### src/rtl/sspm_pkg.sv
package sspm_pkg;
   localparam int unsigned WORD_W = 16;
   localparam int unsigned ADDR_W = 5;

   localparam logic [ADDR_W-1:0] OFS_CTL0 = 5'h00;
   localparam logic [ADDR_W-1:0] OFS_CTL1 = 5'h04;
   localparam logic [ADDR_W-1:0] OFS_DATA = 5'h08;
   localparam logic [ADDR_W-1:0] OFS_STAT = 5'h0C;
   localparam logic [ADDR_W-1:0] OFS_PRE  = 5'h10;
   localparam logic [ADDR_W-1:0] OFS_INT  = 5'h14;

   // control 1 bit positions
   localparam int unsigned C1_RXIE = 0;
   localparam int unsigned C1_TXIE = 1;
   localparam int unsigned C1_OVIE = 2;
   localparam int unsigned C1_LOOP = 3;
   localparam int unsigned C1_EN   = 4;
   localparam int unsigned C1_W    = 7;

   // control 0 bit positions
   localparam int unsigned C0_CPOL = 6;
   localparam int unsigned C0_CPHA = 7;

   typedef enum logic {ENG_IDLE, ENG_RUN} eng_state_t;
endpackage

### src/rtl/sspm_fifo.sv
module sspm_fifo #(
   parameter int unsigned WIDTH = 16,
   parameter int unsigned DEPTH = 8,
   localparam int unsigned PTR_W = $clog2(DEPTH),
   localparam int unsigned CNT_W = $clog2(DEPTH + 1)
) (
   input  logic             clk,
   input  logic             rst_n,
   input  logic             flush,
   input  logic             push,
   input  logic [WIDTH-1:0] din,
   input  logic             pop,
   output logic [WIDTH-1:0] dout,
   output logic [CNT_W-1:0] count,
   output logic             full,
   output logic             empty
);
   generate
      if (DEPTH < 2 || (DEPTH & (DEPTH - 1)) != 0) begin : g_bad_depth
         $error("sspm_fifo: DEPTH must be a power of two of at least 2");
      end
   endgenerate

   logic [WIDTH-1:0] store [DEPTH];
   logic [PTR_W-1:0] wr_ptr, rd_ptr;
   logic             do_push, do_pop;

   assign full    = (count == CNT_W'(DEPTH));
   assign empty   = (count == '0);
   assign do_push = push && !full && !flush;
   assign do_pop  = pop && !empty && !flush;
   assign dout    = store[rd_ptr];

   always_ff @(posedge clk or negedge rst_n) begin
      if (!rst_n) begin
         wr_ptr <= '0;
         rd_ptr <= '0;
         count  <= '0;
      end else if (flush) begin
         wr_ptr <= '0;
         rd_ptr <= '0;
         count  <= '0;
      end else begin
         if (do_push) wr_ptr <= wr_ptr + 1'b1;
         if (do_pop)  rd_ptr <= rd_ptr + 1'b1;
         count <= count + CNT_W'(do_push) - CNT_W'(do_pop);
      end
   end

   always_ff @(posedge clk) begin
      if (do_push) store[wr_ptr] <= din;
   end
endmodule

### src/rtl/sspm_baud.sv
module sspm_baud #(
   parameter int unsigned HALF_W = 7,
   parameter int unsigned RATE_W = 8,
   localparam int unsigned CNT_W = HALF_W + RATE_W + 1
) (
   input  logic              clk,
   input  logic              rst_n,
   input  logic              run,
   input  logic [HALF_W-1:0] half_pre,
   input  logic [RATE_W-1:0] rate,
   output logic              tick
);
   logic [CNT_W-1:0] limit, cnt;
   logic [HALF_W-1:0] pre_eff;

   assign pre_eff = (half_pre == '0) ? HALF_W'(1) : half_pre;
   assign limit   = CNT_W'(pre_eff) * (CNT_W'(rate) + CNT_W'(1));
   assign tick    = run && (cnt == limit - CNT_W'(1));

   always_ff @(posedge clk or negedge rst_n) begin
      if (!rst_n)     cnt <= '0;
      else if (!run)  cnt <= '0;
      else if (tick)  cnt <= '0;
      else            cnt <= cnt + CNT_W'(1);
   end
endmodule

### src/rtl/sspm_shift.sv
module sspm_shift
   import sspm_pkg::*;
#(
   parameter int unsigned FRAME_MAX = 16,
   parameter int unsigned FRAME_MIN = 4,
   localparam int unsigned DSS_W  = $clog2(FRAME_MAX),
   localparam int unsigned LEN_W  = $clog2(FRAME_MAX + 1),
   localparam int unsigned EDGE_W = LEN_W + 1
) (
   input  logic                 clk,
   input  logic                 rst_n,
   input  logic                 en,
   input  logic                 cpol,
   input  logic                 cpha,
   input  logic [DSS_W-1:0]     dss,
   input  logic                 loopback,
   input  logic                 miso,
   input  logic                 tick,
   input  logic                 tx_avail,
   input  logic [FRAME_MAX-1:0] tx_word,
   output logic                 tx_pop,
   output logic                 running,
   output logic                 sclk,
   output logic                 mosi,
   output logic                 rx_push,
   output logic [FRAME_MAX-1:0] rx_word
);
   eng_state_t           state;
   logic [FRAME_MAX-1:0] tx_sh, rx_sh, rx_next;
   logic [EDGE_W-1:0]    edge_idx, last_edge;
   logic [LEN_W-1:0]     nbits;
   logic                 din, sample_edge;

   assign nbits       = (dss < DSS_W'(FRAME_MIN - 1)) ? LEN_W'(FRAME_MIN)
                                                      : LEN_W'(dss) + LEN_W'(1);
   assign last_edge   = {nbits, 1'b0} - EDGE_W'(1);
   assign sample_edge = (edge_idx[0] == cpha);
   assign din         = loopback ? tx_sh[FRAME_MAX-1] : miso;
   assign rx_next     = {rx_sh[FRAME_MAX-2:0], din};

   assign running = (state == ENG_RUN);
   assign mosi    = tx_sh[FRAME_MAX-1];
   assign tx_pop  = en && (state == ENG_IDLE) && tx_avail;
   assign rx_push = en && running && tick && (edge_idx == last_edge);
   assign rx_word = sample_edge ? rx_next : rx_sh;

   always_ff @(posedge clk or negedge rst_n) begin
      if (!rst_n) begin
         state    <= ENG_IDLE;
         sclk     <= 1'b0;
         tx_sh    <= '0;
         rx_sh    <= '0;
         edge_idx <= '0;
      end else if (!en) begin
         state    <= ENG_IDLE;
         sclk     <= cpol;
         edge_idx <= '0;
      end else begin
         case (state)
            ENG_IDLE: begin
               sclk <= cpol;
               if (tx_avail) begin
                  tx_sh    <= tx_word << (LEN_W'(FRAME_MAX) - nbits);
                  rx_sh    <= '0;
                  edge_idx <= '0;
                  state    <= ENG_RUN;
               end
            end
            default: begin
               if (tick) begin
                  sclk <= ~sclk;
                  if (sample_edge)          rx_sh <= rx_next;
                  else if (edge_idx != '0)  tx_sh <= tx_sh << 1;
                  if (edge_idx == last_edge) state <= ENG_IDLE;
                  else                       edge_idx <= edge_idx + EDGE_W'(1);
               end
            end
         endcase
      end
   end
endmodule

### src/rtl/sspm_core.sv
module sspm_core
   import sspm_pkg::*;
#(
   parameter int unsigned FIFO_DEPTH = 8,
   parameter int unsigned FRAME_MIN  = 4,
   localparam int unsigned CNT_W  = $clog2(FIFO_DEPTH + 1),
   localparam int unsigned DSS_W  = $clog2(WORD_W),
   localparam int unsigned HALF_W = 7,
   localparam int unsigned RATE_W = 8
) (
   input  logic              clk,
   input  logic              rst_n,
   input  logic              bus_sel,
   input  logic              bus_wr,
   input  logic [ADDR_W-1:0] bus_addr,
   input  logic [WORD_W-1:0] bus_wdata,
   output logic [WORD_W-1:0] bus_rdata,
   output logic              irq,
   output logic              sclk,
   output logic              mosi,
   output logic              ssel_n,
   input  logic              miso
);
   generate
      if (FIFO_DEPTH < 4 || (FIFO_DEPTH & (FIFO_DEPTH - 1)) != 0) begin : g_bad_fifo
         $error("sspm_core: FIFO_DEPTH must be a power of two of at least 4");
      end
      if (FRAME_MIN < 2 || FRAME_MIN > WORD_W) begin : g_bad_min
         $error("sspm_core: FRAME_MIN out of range");
      end
   endgenerate

   logic [WORD_W-1:0] cr0_q;
   logic [C1_W-1:0]   cr1_q;
   logic [7:0]        pre_q;
   logic              ovr_q;

   logic wr_cycle, rd_cycle, en;
   logic data_wr, data_rd, isr_clr;
   logic tx_full, tx_empty, rx_full, rx_empty;
   logic [CNT_W-1:0]  tx_cnt, rx_cnt;
   logic [WORD_W-1:0] tx_dout, rx_dout, rx_word;
   logic tx_pop, eng_run, rx_push, tick, ovr_set;
   logic [WORD_W-1:0] status_w, isr_w;

   assign wr_cycle = bus_sel && bus_wr;
   assign rd_cycle = bus_sel && !bus_wr;
   assign en       = cr1_q[C1_EN];
   assign data_wr  = wr_cycle && (bus_addr == OFS_DATA) && en;
   assign data_rd  = rd_cycle && (bus_addr == OFS_DATA);
   assign isr_clr  = wr_cycle && (bus_addr == OFS_INT);
   assign ovr_set  = rx_push && rx_full;

   always_ff @(posedge clk or negedge rst_n) begin
      if (!rst_n) begin
         cr0_q <= '0;
         cr1_q <= '0;
         pre_q <= '0;
         ovr_q <= 1'b0;
      end else begin
         if (wr_cycle && bus_addr == OFS_CTL0) cr0_q <= bus_wdata;
         if (wr_cycle && bus_addr == OFS_CTL1) cr1_q <= bus_wdata[C1_W-1:0];
         if (wr_cycle && bus_addr == OFS_PRE)  pre_q <= bus_wdata[7:0];
         if (ovr_set)      ovr_q <= 1'b1;
         else if (isr_clr) ovr_q <= 1'b0;
      end
   end

   sspm_fifo #(.WIDTH(WORD_W), .DEPTH(FIFO_DEPTH)) u_txq (
      .clk(clk), .rst_n(rst_n), .flush(!en),
      .push(data_wr), .din(bus_wdata), .pop(tx_pop),
      .dout(tx_dout), .count(tx_cnt), .full(tx_full), .empty(tx_empty)
   );

   sspm_fifo #(.WIDTH(WORD_W), .DEPTH(FIFO_DEPTH)) u_rxq (
      .clk(clk), .rst_n(rst_n), .flush(!en),
      .push(rx_push), .din(rx_word), .pop(data_rd),
      .dout(rx_dout), .count(rx_cnt), .full(rx_full), .empty(rx_empty)
   );

   sspm_baud #(.HALF_W(HALF_W), .RATE_W(RATE_W)) u_baud (
      .clk(clk), .rst_n(rst_n), .run(eng_run),
      .half_pre(pre_q[7:1]), .rate(cr0_q[15:8]), .tick(tick)
   );

   sspm_shift #(.FRAME_MAX(WORD_W), .FRAME_MIN(FRAME_MIN)) u_eng (
      .clk(clk), .rst_n(rst_n), .en(en),
      .cpol(cr0_q[C0_CPOL]), .cpha(cr0_q[C0_CPHA]), .dss(cr0_q[DSS_W-1:0]),
      .loopback(cr1_q[C1_LOOP]), .miso(miso), .tick(tick),
      .tx_avail(!tx_empty), .tx_word(tx_dout), .tx_pop(tx_pop),
      .running(eng_run), .sclk(sclk), .mosi(mosi),
      .rx_push(rx_push), .rx_word(rx_word)
   );

   assign ssel_n   = !eng_run;
   assign status_w = {11'b0, (eng_run || !tx_empty), rx_full, !rx_empty, !tx_full, tx_empty};
   assign isr_w    = {13'b0,
                      cr1_q[C1_OVIE] && ovr_q,
                      cr1_q[C1_TXIE] && (tx_cnt <= CNT_W'(FIFO_DEPTH / 2)),
                      cr1_q[C1_RXIE] && (rx_cnt >= CNT_W'(FIFO_DEPTH / 2))};
   assign irq      = |isr_w;

   always_comb begin
      case (bus_addr)
         OFS_CTL0: bus_rdata = cr0_q;
         OFS_CTL1: bus_rdata = {{(WORD_W - C1_W){1'b0}}, cr1_q};
         OFS_DATA: bus_rdata = rx_empty ? '0 : rx_dout;
         OFS_STAT: bus_rdata = status_w;
         OFS_PRE:  bus_rdata = {8'b0, pre_q};
         OFS_INT:  bus_rdata = isr_w;
         default:  bus_rdata = '0;
      endcase
   end
endmodule

### config.mk
export PLATFORM = sky130hd
export DESIGN_NAME = sspm_core
export DESIGN_NICKNAME = d
export VERILOG_FILES = /design/src/rtl/sspm_pkg.sv /design/src/rtl/sspm_fifo.sv /design/src/rtl/sspm_baud.sv /design/src/rtl/sspm_shift.sv /design/src/rtl/sspm_core.sv
export SDC_FILE = /design/constraint.sdc
export NUM_CORES = 1
export LEC_CHECK = 0
export BUFFER_PORTS_ARGS = -buffer_cell sky130_fd_sc_hd__buf_2
export CORE_MARGIN = 3
export CORE_UTILIZATION = 35
export DETAILED_ROUTE_END_ITERATION = 10
export HOLD_SLACK_MARGIN = 0.02
export SLEW_MARGIN = 30
export SYNTH_ARGS = -nofsm -noshare
export SYNTH_HDL_FRONTEND = slang
export SYNTH_SLANG_ARGS = --single-unit
### constraint.sdc
create_clock -name clk -period 10.7 [get_ports clk]
set_clock_uncertainty 0.05 [all_clocks]
set_input_delay 0 -clock clk [delete_from_list [all_inputs] [get_ports clk]]
set_output_delay 0 -clock clk [all_outputs]
set_load 0.005 [all_outputs]
# == Yosys cells after proc, flatten, opt, wreduce, memory -nomap -nowiden ==
# Memories as Yosys holds them, arrays and structs flattened.
# Cells that the tools add are included.
# op_classes
reduce_logical,44
multipliers,1
n_bitwise,2
magnitude_cmp,3
shifts,1
mux,45
addsub,15
eq_ne,21
# ops
cell,n
16-bit two-way mux,12
16-bit one-hot mux with 6 select lines,1
6-bit two-way mux,5
1-bit logical AND,27
3-bit two-way mux,8
16-bit by 1-bit adder with 16-bit output (second input constant),1
16-bit == test,1
7-bit by 16-bit multiplier with 16-bit output,1
16-bit by 5-bit << shifter with 16-bit output,1
16-bit by 1-bit subtractor with 16-bit output (second input constant),1
1-bit two-way mux,15
3-bit by 1-bit adder with 3-bit output (second input constant),4
2-bit by 1-bit != test with 1-bit output (second input constant),6
5-bit by 4-bit == test with 1-bit output (second input constant),2
5-bit == test (second input constant),2
8-bit by 1-bit adder with 9-bit output (second input constant),1
4-bit by 1-bit adder with 4-bit output,2
4-bit == test (second input constant),2
4-bit logical NOT,2
4-bit two-way mux,2
4-bit by 1-bit subtractor with 4-bit output,2
7-bit logical NOT,1
7-bit two-way mux,1
6-bit by 1-bit adder with 6-bit output (second input constant),1
other kinds (22),31
# totals
elab_cells,150
output_inout_bits,20
ram_bits,256
regBits,108
mem_count,2
# mem_list
memory,words,word_bits,read_ports,rd_clocked_by_memory_dff,write_ports,line,rtl
u_rxq.store,8,16,1,0,1,sspm_fifo.sv:24,logic [WIDTH-1:0] store [DEPTH];
u_txq.store,8,16,1,0,1,sspm_fifo.sv:24,

# == Longest topological paths before layout ==
# logic_depth
depth_word,13
mapped_depth,27
mapped_depth_nobuf,27

# == Modules after synthesis ==
# Synthesis repeated with hierarchy kept, for this count alone.
# hier_totals
cells_unflattened,1381
area_unflattened_um2,19386.1
# modules_own_cells
module,cells_per_inst,area_each_um2,instances,seq_area_each_um2
sspm_fifo at u_txq,261,5607.9,1,4093.9
sspm_fifo at u_rxq,261,5586.6,1,4093.9
sspm_baud,388,3328.2,1,400.4
sspm_shift,320,3059.2,1,1001.0
sspm_core,151,1804.2,1,800.8

# == Least setup slack after synthesis ==
# Ideal clock, no wire load.
# synth_path
path_kind,register to register
from,reg cr0_q[8]
to,"mem u_rxq.store[0][0], enable pin"
required_ps,10220
n_path_buf,2
t_arrival_ps,7156
path_stages_with_launch,21
synth_period_minus_slack_ps,7637
slack_ps,3063
cell_sequence,dfrtp_1 > clkbuf_1 > nand3_1 > xnor2_1 > nand2_1 > fa_1 > fa_1 > fa_1 > fa_1 > inv_1 > ha_1 > buf_6 > and3_1 > a221o_2 > a2111oi_4 > o21ai_1 > a211oi_2 > nand3_2 > nor3_4 > nand2_1 > nor4_1
# synth_between
elab_chain_len,11
# synth_lines
item,line,rtl
from (decl),sspm_core.sv:33,logic [WORD_W-1:0] cr0_q;
from (signal assigned),sspm_core.sv:61,if (wr_cycle && bus_addr == OFS_CTL0) cr0_q <= bus_wdata;
8-bit by 1-bit adder with 9-bit output,sspm_baud.sv:17,assign limit = CNT_W'(pre_eff) * (CNT_W'(rate) + CNT_W'(1));
7-bit by 16-bit multiplier with 16-bit output,sspm_baud.sv:17,
16-bit by 1-bit subtractor with 16-bit output,sspm_baud.sv:18,assign tick = run && (cnt == limit - CNT_W'(1));
16-bit == test,sspm_baud.sv:18,
1-bit logical AND,sspm_baud.sv:18,
1-bit logical AND (2 in series),sspm_shift.sv:44,assign rx_push = en && running && tick && (edge_idx == last_edge);
1-bit logical AND (2 in series),sspm_fifo.sv:30,assign do_push = push && !full && !flush;
1-bit two-way mux,sspm_fifo.sv:51,if (do_push) store[wr_ptr] <= din;
1-bit two-way mux (not written as such),sspm_fifo.sv:51,
to (decl),sspm_fifo.sv:24,
# Every way passes these cells.

# == Final worst setup path ==
# layout_path
from,reg cr0_q[8]
to,"mem u_rxq.store[1][6], enable pin"
# The elaborated chain is that of the path after synthesis.

==> reports/results.ini <==
[global_routing]
use_met2_pct = 26.1
grt_max_degree = 60
grt_pass1_vias = 12000
grt_usage_pct = 15.8
antenna_found_initial = 1
met3_usage_pct = 2.40
busiest_layer = met2
grt_overflow_total = 0
use_met1_pct = 21.9
grt_pass1_wl_um = 70100

[routing]
antenna_left = 0
vias_per_cell = 5.33
wl_per_cell_um = 20.2
drc_errors = 0
vias = 11700
drt-total-wl_um = 44300
firstDrtPassIters = 6
first_iter_violations = 897

[floorplan]
dieHeight_um = 238
start_util_pct = 35.7
design.core.area_mm2 = 0.0530
num_rows = 84
die_w_um = 238
io_pins = 46
dieArea_mm2 = 0.0568

[synthesis]
synth-edff-count = 256
synth_cells = 1401
netlist_area_mm2 = 0.0189
synthArstFlopShare_pct = 29.7
synthDistinctLibCells = 73
ys_seq_area_share_pct = 55.0
syn_area_per_cell_um2 = 13.5
ys_dominant_reg_cell = edfxtp_1
synthesis.nets = 1529
ys_seq_elements = 364
yosys_warnings = 0

[clocking]
cts_tree = yes
cts.clk_slew.worst_paths_ns = 0.06
hold_buffers = 20
clk_path_buf_depth = 3
cts_setup_buffers = 0
clockRootBuffer = clkbuf_16
cts_made_buffers = 40
clk_latency_ns = 0.56
clock_sinks = 364
htreeDepth = 2
cts.repair.resized = 0

[placement]
post-place-ws_ns = 2.68
numPortBuffers = 45
place_area_mm2 = 0.0200
dp_hpwl_um = 29900
place_congestion = 0.860
dp.cells = 2098

[sta]
setup_viol = 0
post-route-period-util_pct = 73.2
whs_ns = 0.0399
tightest_slew_ns = 0.867
max_slew_margin_pct = 41.4
fin_ws_ns = 2.87
setup_tns_ns = 0
max_freq_ghz = 0.128
period_needed_ns = 7.83
rsz0062_at_grt = no
finalMaxSlewViolations = 0
finalHoldViolCount = 0

[worst_setup_path]
critical_path_class = flip-flop to flip-flop
crit_required_ns = 10.89
crit_path_max_incr_delay_ns = 0.70
startpoint_type = flip-flop
crit_path_end_kind = flip-flop
cp_slowest_cell = nor3_2
critPathBufInv = 2
critPathMaxFanout = 14
crit_family = adder cells
cp_common_cell = fa_1
arrival_ns = 8.02
path_cells = ha_1 > nand3_1 > xnor2_1 > nand2_1 > fa_1 > fa_1 > fa_1 > fa_1 > inv_1 > ha_1 > and3_1 > a221o_2 > xnor2_1 > o2111ai_1 > nor4b_1 > nand3_2 > nor3_4 > nand3_1 > nor3_2 > buf_4

[outcome]
outcome = complete, no violations

[final_layout]
final_area_mm2 = 0.0214
area_growth_pct = 13.3
stdcell_count = 2191
nets = 1600
diodes = 0
drive_gt1_share_pct = 19.7

[hold_path]
hp-class = input port to asynchronous set/reset pin

[job]
drv_cap = 0

[power_and_ir_drop]
p_leak_nw = 7.61
power_density_mw_per_mm2 = 174
vdd_drop_max_mv = 0.128

## per-layer routing
layer	vias to the layer above	wire length, um
met2	317	21200
met3	54	2280
met4	0	930
met1	5979	19900
li1	5337	-
met5	-	0
## state kept, by name (all words and copies together) (netlist names), 3 cells and up
| signal | flops |
|---|---|
| cr0_q | 16 |
| cr1_q | 7 |
| pre_q | 8 |
| u_baud.cnt | 16 |
| u_eng.edge_idx | 6 |
| u_eng.rx_sh | 16 |
| u_eng.tx_sh | 16 |
| u_rxq.count | 4 |
| u_rxq.rd_ptr | 3 |
| u_rxq.store | 128 |
| u_rxq.wr_ptr | 3 |
| u_txq.count | 4 |
| u_txq.rd_ptr | 3 |
| u_txq.store | 128 |
| u_txq.wr_ptr | 3 |
## final cells by class
type	instances	area [um^2]
clock buffer	54	1090
clock inverter	19	125
fill	4957	31600
inverter	76	285
multi-input combinational	895	7990
sequential	364	10400
tap	688	861
timing repair buffer	95	653
## cell families after synthesis
family          Yosys count  synth area share, %
simple gates            382                 10.0
compound gates          171                 6.17
buf+inv                 142                 2.96
flops                   364                 55.0
fa+ha+maj               102                 8.39
xor+xnor                 56                 2.64
mux                     184                 14.8
## stage by stage
step / total power, W / util [%]
final: 0.00373 / 40.4
after global routing: 0.00393 / 40.4
after CTS: 0.00376 / 40.4
after detailed placement: 0.00246 / 37.7
after global placement: 0.00244 / 37.7
after floorplan: 0.00227 / -
## final timing paths
path	startpoint	endpoint	slack, ns	cells past startpoint
setup / recovery	cr0_q[8]$_DFFE_PN0P_	u_rxq.store[1][6]$_DFFE_PP_	2.87	20
hold / removal	rst_n	u_baud.cnt[6]$_DFF_PN0_	0.04	2
setup reg to reg	cr0_q[8]$_DFFE_PN0P_	u_rxq.store[1][6]$_DFFE_PP_	2.87	20
hold reg to reg	u_eng.tx_sh[4]$_DFFE_PN0P_	u_eng.tx_sh[4]$_DFFE_PN0P_	0.45	1
max in group asynchronous	rst_n	u_eng.running$_DFF_PN0_	9.25	3
min in group clk	bus_wr	u_rxq.rd_ptr[1]$_DFFE_PN0P_	0.05	4
## Yosys cell counts, types with 4 or more instances
cell type  number  area [um^2]
buf_1           9         33.8
mux2_4         10          150
a22oi_1         7         52.6
edfxtp_1      256         7690
and3_1         17          106
ha_1           61          763
xor2_1         26          228
buf_2           9         45.0
nor4_1          4         25.0
nor3b_1         5         37.5
o21ai_0        41          205
clkbuf_1       46          173
nand2_1       126          473
nand4_1         9         56.3
and2_1         32          200
mux4_2         67         1510
a22o_1          6         52.6
a211oi_1        5         37.5
nor3_1         14         70.1
o211ai_1       18          135
dfrtp_1       108         2700
fa_1           41          821
a31oi_1         5         31.3
mux2i_1        49          490
mux2_2         56          631
nand2b_1       14         87.6
a21o_1          8         60.1
o221ai_1        9         78.8
xnor2_1        29          254
inv_1          74          278
nor2b_1        23          144
a21oi_1        35          175
nand3_1        62          310
nor2_1         57          214
## where the power goes
| group | internal, W | leakage, nW | total (W) | switching, W |
|---|---|---|---|---|
| Combinational | 0.000373 | 3.48 | 0.000881 | 0.000508 |
| Sequential | 0.00152 | 3.53 | 0.00156 | 0.0000329 |
| Clock | 0.000725 | 0.602 | 0.00129 | 0.000563 |
| Total | 0.00262 | 7.61 | 0.00373 | 0.00110 |
## worst register-to-register path: cells and delay by family, from the launching register on
family	cells	cell delay, ns
fa+ha+maj	6	2.70
simple gates	8	2.61
xor+xnor	2	0.65
flops	1	0.60
compound gates	2	0.55
buf+inv	2	0.37
## cells in the final DEF (no fill, tap or decap), drive strengths merged, types with 30 or more instances in the layout
master | synthesis | final
clkbuf | 46 | 54
mux2i | 49 | 49
a21oi | 35 | 35
inv | 75 | 78
nand3 | 63 | 63
nor2 | 57 | 57
fa | 41 | 41
ha | 61 | 61
mux4 | 67 | 67
nand2 | 126 | 126
mux2 | 68 | 68
dfrtp | 108 | 108
and2 | 32 | 32
buf | 20 | 75
xnor2 | 30 | 30
edfxtp | 256 | 256
o21ai | 45 | 45
Power figures use the tool's default switching activity.
